File: src/rtl/taskArbPkg.sv
package taskArbPkg;
  localparam int NUM_TASKS = 8;
  localparam int TASK_W = $clog2(NUM_TASKS);

  // strobes from the switch control to the datapath
  typedef struct packed {
    logic load;
    logic [TASK_W-1:0] nextTask;
  } swStrobe_t;
endpackage

File: src/rtl/prioPick.sv
module prioPick #(
  parameter int N = 8,
  parameter int TW = $clog2(N)
) (
  input  logic [N-1:0]  req,
  output logic [TW-1:0] idx
);
  // later (higher) indices overwrite earlier ones: highest number wins
  always_comb begin
    idx = '0;
    for (int i = 0; i < N; i++) begin
      if (req[i]) idx = TW'(i);
    end
  end
endmodule

File: src/rtl/taskSwitchCtl.sv
module taskSwitchCtl
  import taskArbPkg::*;
#(
  parameter int FN_W = 4,
  parameter int YIELD_CODE = 2
) (
  input  logic             clk,
  input  logic             rstN,
  input  logic [NUM_TASKS-1:0] wakeReqN,
  input  logic [FN_W-1:0]  fnA,
  output swStrobe_t        sw
);
  logic [NUM_TASKS-1:0] reqHot;
  logic [TASK_W-1:0]    winner;
  logic                 pend;
  logic [TASK_W-1:0]    pendTask;
  logic                 yieldNow;

  // background task always counts as requesting
  assign reqHot = ~wakeReqN | NUM_TASKS'(1);

  prioPick #(.N(NUM_TASKS), .TW(TASK_W)) u_pick (
    .req(reqHot),
    .idx(winner)
  );

  // a yield during the outgoing task's extra cycle is dropped
  assign yieldNow = (fnA == FN_W'(YIELD_CODE)) && !pend;

  always_ff @(posedge clk or negedge rstN) begin
    if (!rstN) begin
      pend     <= 1'b0;
      pendTask <= '0;
    end else begin
      pend <= yieldNow;
      if (yieldNow) pendTask <= winner;
    end
  end

  assign sw.load     = pend;
  assign sw.nextTask = pendTask;
endmodule

File: src/rtl/fnFieldDecode.sv
module fnFieldDecode #(
  parameter int FN_W = 4,
  parameter int NUM = 8,
  parameter int TW = 3,
  localparam int HALF = 1 << (FN_W - 1)
) (
  input  logic                clk,
  input  logic                rstN,
  input  logic [FN_W-1:0]     fn,
  input  logic [TW-1:0]       owner,
  output logic [HALF-1:0]     commonStr,
  output logic [NUM*HALF-1:0] taskStr
);
  logic              upper;
  logic [FN_W-2:0]   code;
  logic [HALF-1:0]   codeHot;
  logic [HALF-1:0]   commonNext;
  logic [NUM*HALF-1:0] taskNext;

  assign upper = fn[FN_W-1];
  assign code  = fn[FN_W-2:0];

  always_comb begin
    codeHot = '0;
    codeHot[code] = 1'b1;
  end

  assign commonNext = upper ? '0 : codeHot;

  // one lane group per task, enabled only for the owner
  for (genvar t = 0; t < NUM; t++) begin : g_lane
    assign taskNext[t*HALF +: HALF] =
      (upper && (owner == TW'(t))) ? codeHot : '0;
  end

  // registered so strobes are stable for a full cycle
  always_ff @(posedge clk or negedge rstN) begin
    if (!rstN) begin
      commonStr <= '0;
      taskStr   <= '0;
    end else begin
      commonStr <= commonNext;
      taskStr   <= taskNext;
    end
  end
endmodule

File: src/rtl/taskFnDatapath.sv
module taskFnDatapath
  import taskArbPkg::*;
#(
  parameter int FN_W = 4,
  localparam int HALF = 1 << (FN_W - 1)
) (
  input  logic                      clk,
  input  logic                      rstN,
  input  swStrobe_t                 sw,
  input  logic [FN_W-1:0]           fnA,
  input  logic [FN_W-1:0]           fnB,
  output logic [TASK_W-1:0]         activeTask,
  output logic [NUM_TASKS-1:0]      taskActive,
  output logic [NUM_TASKS-1:0]      ackN,
  output logic [HALF-1:0]           commonStrA,
  output logic [HALF-1:0]           commonStrB,
  output logic [NUM_TASKS*HALF-1:0] taskStrA,
  output logic [NUM_TASKS*HALF-1:0] taskStrB
);
  logic [FN_W-1:0]           fnArr  [2];
  logic [HALF-1:0]           comArr [2];
  logic [NUM_TASKS*HALF-1:0] tskArr [2];

  always_ff @(posedge clk or negedge rstN) begin
    if (!rstN) begin
      activeTask <= '0;
      ackN       <= '1;
    end else begin
      ackN <= '1;
      if (sw.load) begin
        activeTask        <= sw.nextTask;
        ackN[sw.nextTask] <= 1'b0;
      end
    end
  end

  for (genvar t = 0; t < NUM_TASKS; t++) begin : g_act
    assign taskActive[t] = (activeTask == TASK_W'(t));
  end

  assign fnArr[0] = fnA;
  assign fnArr[1] = fnB;

  for (genvar f = 0; f < 2; f++) begin : g_field
    fnFieldDecode #(.FN_W(FN_W), .NUM(NUM_TASKS), .TW(TASK_W)) u_dec (
      .clk      (clk),
      .rstN     (rstN),
      .fn       (fnArr[f]),
      .owner    (activeTask),
      .commonStr(comArr[f]),
      .taskStr  (tskArr[f])
    );
  end

  assign commonStrA = comArr[0];
  assign commonStrB = comArr[1];
  assign taskStrA   = tskArr[0];
  assign taskStrB   = tskArr[1];
endmodule

File: src/rtl/taskArbiter.sv
module taskArbiter
  import taskArbPkg::*;
#(
  parameter int FN_W = 4,
  parameter int YIELD_CODE = 2,
  localparam int HALF = 1 << (FN_W - 1)
) (
  input  logic                      clk,
  input  logic                      rstN,
  input  logic [NUM_TASKS-1:0]      wakeReqN,
  input  logic [FN_W-1:0]           fnA,
  input  logic [FN_W-1:0]           fnB,
  output logic [TASK_W-1:0]         activeTask,
  output logic [NUM_TASKS-1:0]      taskActive,
  output logic [NUM_TASKS-1:0]      ackN,
  output logic [HALF-1:0]           commonStrA,
  output logic [HALF-1:0]           commonStrB,
  output logic [NUM_TASKS*HALF-1:0] taskStrA,
  output logic [NUM_TASKS*HALF-1:0] taskStrB
);
  swStrobe_t ctlBus;

  taskSwitchCtl #(.FN_W(FN_W), .YIELD_CODE(YIELD_CODE)) u_ctl (
    .clk     (clk),
    .rstN    (rstN),
    .wakeReqN(wakeReqN),
    .fnA     (fnA),
    .sw      (ctlBus)
  );

  taskFnDatapath #(.FN_W(FN_W)) u_dp (
    .clk       (clk),
    .rstN      (rstN),
    .sw        (ctlBus),
    .fnA       (fnA),
    .fnB       (fnB),
    .activeTask(activeTask),
    .taskActive(taskActive),
    .ackN      (ackN),
    .commonStrA(commonStrA),
    .commonStrB(commonStrB),
    .taskStrA  (taskStrA),
    .taskStrB  (taskStrB)
  );
endmodule

File: config.mk
export PLATFORM = sky130hd
export DESIGN_NAME = taskArbiter
export DESIGN_NICKNAME = d
export VERILOG_FILES = /design/src/rtl/taskArbPkg.sv /design/src/rtl/prioPick.sv /design/src/rtl/taskSwitchCtl.sv /design/src/rtl/fnFieldDecode.sv /design/src/rtl/taskFnDatapath.sv /design/src/rtl/taskArbiter.sv
export SDC_FILE = /design/constraint.sdc
export NUM_CORES = 1
export LEC_CHECK = 0
export BUFFER_PORTS_ARGS = -buffer_cell sky130_fd_sc_hd__buf_2
export CAP_MARGIN = 5
export CORE_MARGIN = 1.5
export CORE_UTILIZATION = 25
export CTS_CLUSTER_DIAMETER = 40
export DETAILED_ROUTE_END_ITERATION = 7
export PLACE_DENSITY_LB_ADDON = 0.1
export SLEW_MARGIN = 30
export SYNTH_ARGS = -nofsm -noshare
export SYNTH_HDL_FRONTEND = slang
export SYNTH_SLANG_ARGS = --single-unit
File: constraint.sdc
create_clock -name clk -period 4.4 [get_ports clk]
set_clock_uncertainty 0.2 [all_clocks]
set_input_delay 0.22 -clock clk [delete_from_list [all_inputs] [get_ports clk]]
set_output_delay 0.22 -clock clk [all_outputs]
set_load 0.005 [all_outputs]
==> out/qor.csv <==
stage,metric,value,unit
run_status,status,finished clean,
clock_tree,CTS tree,built,
clock_tree,CTS HTree Levels,4,
detailed_routing,met3 wire len,764,µm
hold_path,hold crit path type,in -> reg,
grt,pin count of the biggest net entering global routing,78,
yosys,sequential fraction of the synthesis area,78.2,%
floorplanning,# rows,52,
sta,final worst slack,2110,ps
detailed_routing,drt first pass iters,4,
clock_tree,clk slew on worst S/H paths,70,ps
grt,vias in the first global route,3649,
detailed_routing,met1 wire length,6470,µm
setup_path,crit path max fanout,12,
sta,max-slew violation count,0,
yosys,Synth Net Count,417,
sta,crit share post-route,52.0,%
grt,total gr overflow,0,
yosys,Cells after Synth,399,
setup_path,Worst path slowest cell,dfrtp_1,
detailed_routing,max layer used,met4,
clock_tree,cts bufs inserted,17,
sta,Final Hold Viols,0,
clock_tree,CTS Hold Bufs,9,
pwr,Max VDD drop,0.000249,V
setup_path,critical path capture point type,output pin,
grt,first-pass GRT wire length,22300,µm
floorplanning,Initial Util,25.4,%
setup_path,critical path class,reg -> out,
floorplanning,Die X,146,µm
yosys,Yosys top cell by area,dfrtp_1,
setup_path,CP startpoint kind,flop,
setup_path,Crit path arrival time,1870,ps
detailed_routing,remaining antenna violation count,0,
yosys,synthesized cell area,5100,µm²
place,pre-CTS setup slack,2290,ps
clock_tree,worst skew pair latency,410,ps
sta,TNS Setup,0,ps
yosys,Synth top area share,74.1,%
floorplanning,Core Area,20100,µm²
yosys,YS warnings,0,
floorplanning,full die area,21300,µm²
place,IO Port Bufs,179,
yosys,Post-synth ARST share,100,%
grt,initial antenna violation count,0,
detailed_routing,drt total wl,14400,µm
flow_run,MaxCap Viol Count,0,
layout,Layout area overhead,37.1,%
place,Placer Congestion,0.695,
clock_tree,Root Driver,clkbuf_16,
setup_path,Critical Path Most Common Cell,nor2b_1,
layout,# fillers,2039,
yosys,Avg Synthesized Cell Area,12.8,µm²
detailed_routing,via count,3450,
setup_path,max incr delay on CP,610,ps
sta,Worst Tran Pin Value,696,ps
grt,total track usage,14.2,%
sta,Final setup viols,0,
sta,unrepaired setup endpoints after global routing,false,
layout,Final Net Count,607,
sta,Worst slew margin,53.6,%
yosys,Cell variety after synth,27,
sta,final hold slack,96.1,ps
clock_tree,post-CTS sizing,0,
layout,ratio of cells with drive above 1 in the final layout,38.0,%
detailed_routing,DRT iter0 DRCs,121,
pwr,P_leak,3.73,nW
setup_path,CP cell instances,nor2b_1 -> nor2b_1 -> buf_2,
sta,Fmax achieved,437,MHz
floorplanning,Die H,146,µm
sta,fin crit period,2290,ps
detailed_routing,per-cell routed wire length,16.5,µm
clock_tree,setup bufs post-CTS,0,
place,DP HPWL,9910,µm
layout,diode count,0,
detailed_routing,DRC,0,
yosys,prevailing post-synth register cell,dfrtp_1,
yosys,"EDFF count, synth",0,
pwr,Pwr Density,491,nW/µm²
setup_path,WP data required,3980,ps
yosys,Synth Register Bits,159,
clock_tree,Max Root-Sink Buffers,2,
floorplanning,Ports,181,
setup_path,flop-to-flop setup slack,2330,ps
yosys,Synth area leaders,"dfrtp_1 (74%), nor2_1 (11%), dfstp_2 (4.1%)",
detailed_routing,Vias per Instance,3.96,
detailed_routing,DR WL met2,7010,µm
clock_tree,Clock Sinks,159,
-- synth_stat cells, types with 4 or more instances --
master,count
clkbuf_1,10
nor2b_1,9
buf_2,5
dfstp_2,8
nand3b_1,6
dfrtp_1,151
mux2_2,4
nand2_1,15
nand3_1,14
nor2_1,150
nand4_1,4
-- layer usage --
metal	vias up	GRT usage, %
met1	1699	18.4
met2	112	22.6
met5	-	0
met4	0	5.05
met3	9	4.20
li1	1630	-
-- worst max-delay path: cells and delay by family (launching register included) --
kind	cells	cell delay, ps
DFF	1	610
and+or+nand+nor	2	710
buffers and inverters	1	130
-- report_power, final --
| part | internal (mW) | switching, mW |
|---|---|---|
| combinational | 0.0897 | 0.182 |
| clock | 1.01 | 0.593 |
| sequential | 1.50 | 0.0558 |
| total | 2.60 | 0.830 |
-- cells by family (layout without fill, tap and decap cells) --
kind of cell	count (synthesis)	in the layout	synth area share, %
DFF	159	159	78.2
muxes	5	5	1.08
buffers and inverters	21	224	2.04
and+or+nand+nor	211	211	18.2
AOI/OAI and AO/OA	3	3	0.466
-- cell usage in the layout, fill, tap and decap left out, drive strengths merged, types with 3 or more instances in the layout --
cell type	netlist	final
and2	3	3
buf	9	181
bufinv	0	5
clkbuf	10	19
clkinv	0	4
dfrtp	151	151
dfstp	8	8
dlygate4sd3	0	9
inv	2	4
mux2	4	4
nand2	15	15
nand3	14	14
nand3b	6	6
nand4	4	4
nor2	150	150
nor2b	9	9
or3b	4	4
-- state kept, by name, summed over array words and instances (netlist names) --
register,flops
u_dp.g_field.u_dec.commonStr,16
u_dp.activeTask,3
u_dp.ackN,8
u_ctl.pend,1
u_dp.g_field.u_dec.taskStr,128
u_ctl.pendTask,3
-- stage by stage --
stage / util (%) / cells / power (mW) / instance area, µm²
floorplan: - / 399 / 1.70 / 5100
global placement: 31.1 / 831 / 1.86 / 6260
detailed placement: 31.1 / 831 / 1.86 / 6260
CTS: 34.8 / 872 / 3.48 / 6990
global route: 34.8 / 872 / 3.58 / 6990
finish: 34.8 / 872 / 3.43 / 6990
-- layout make-up --
class / instances / area, µm² / area share [%]
multi-input cells: 219 / 1010 / 14.4
clock inverters: 13 / 210 / 3.01
flip-flops and latches: 159 / 3990 / 57.1
clock buffers: 19 / 433 / 6.19
repair buffers: 190 / 1010 / 14.4
well taps: 270 / 338 / 4.83
inverters: 2 / 7.51 / 0.107
-- worst paths after layout --
path / cells past startpoint / startpoint / endpoint
max: 3 / u_dp.activeTask[1] / taskActive[2]
min reg2reg: 1 / u_ctl.pendTask[1] / u_dp.ackN[3]
max in group asynchronous: 3 / rstN / u_dp.g_field[1].u_dec.taskStr[37]
min in group asynchronous: 2 / rstN / u_dp.g_field[0].u_dec.taskStr[5]
max reg2reg: 3 / u_dp.activeTask[0] / u_dp.g_field[1].u_dec.taskStr[41]
min: 3 / fnA[1] / u_dp.g_field[0].u_dec.commonStr[1]
Power figures use the tool's default switching activity.
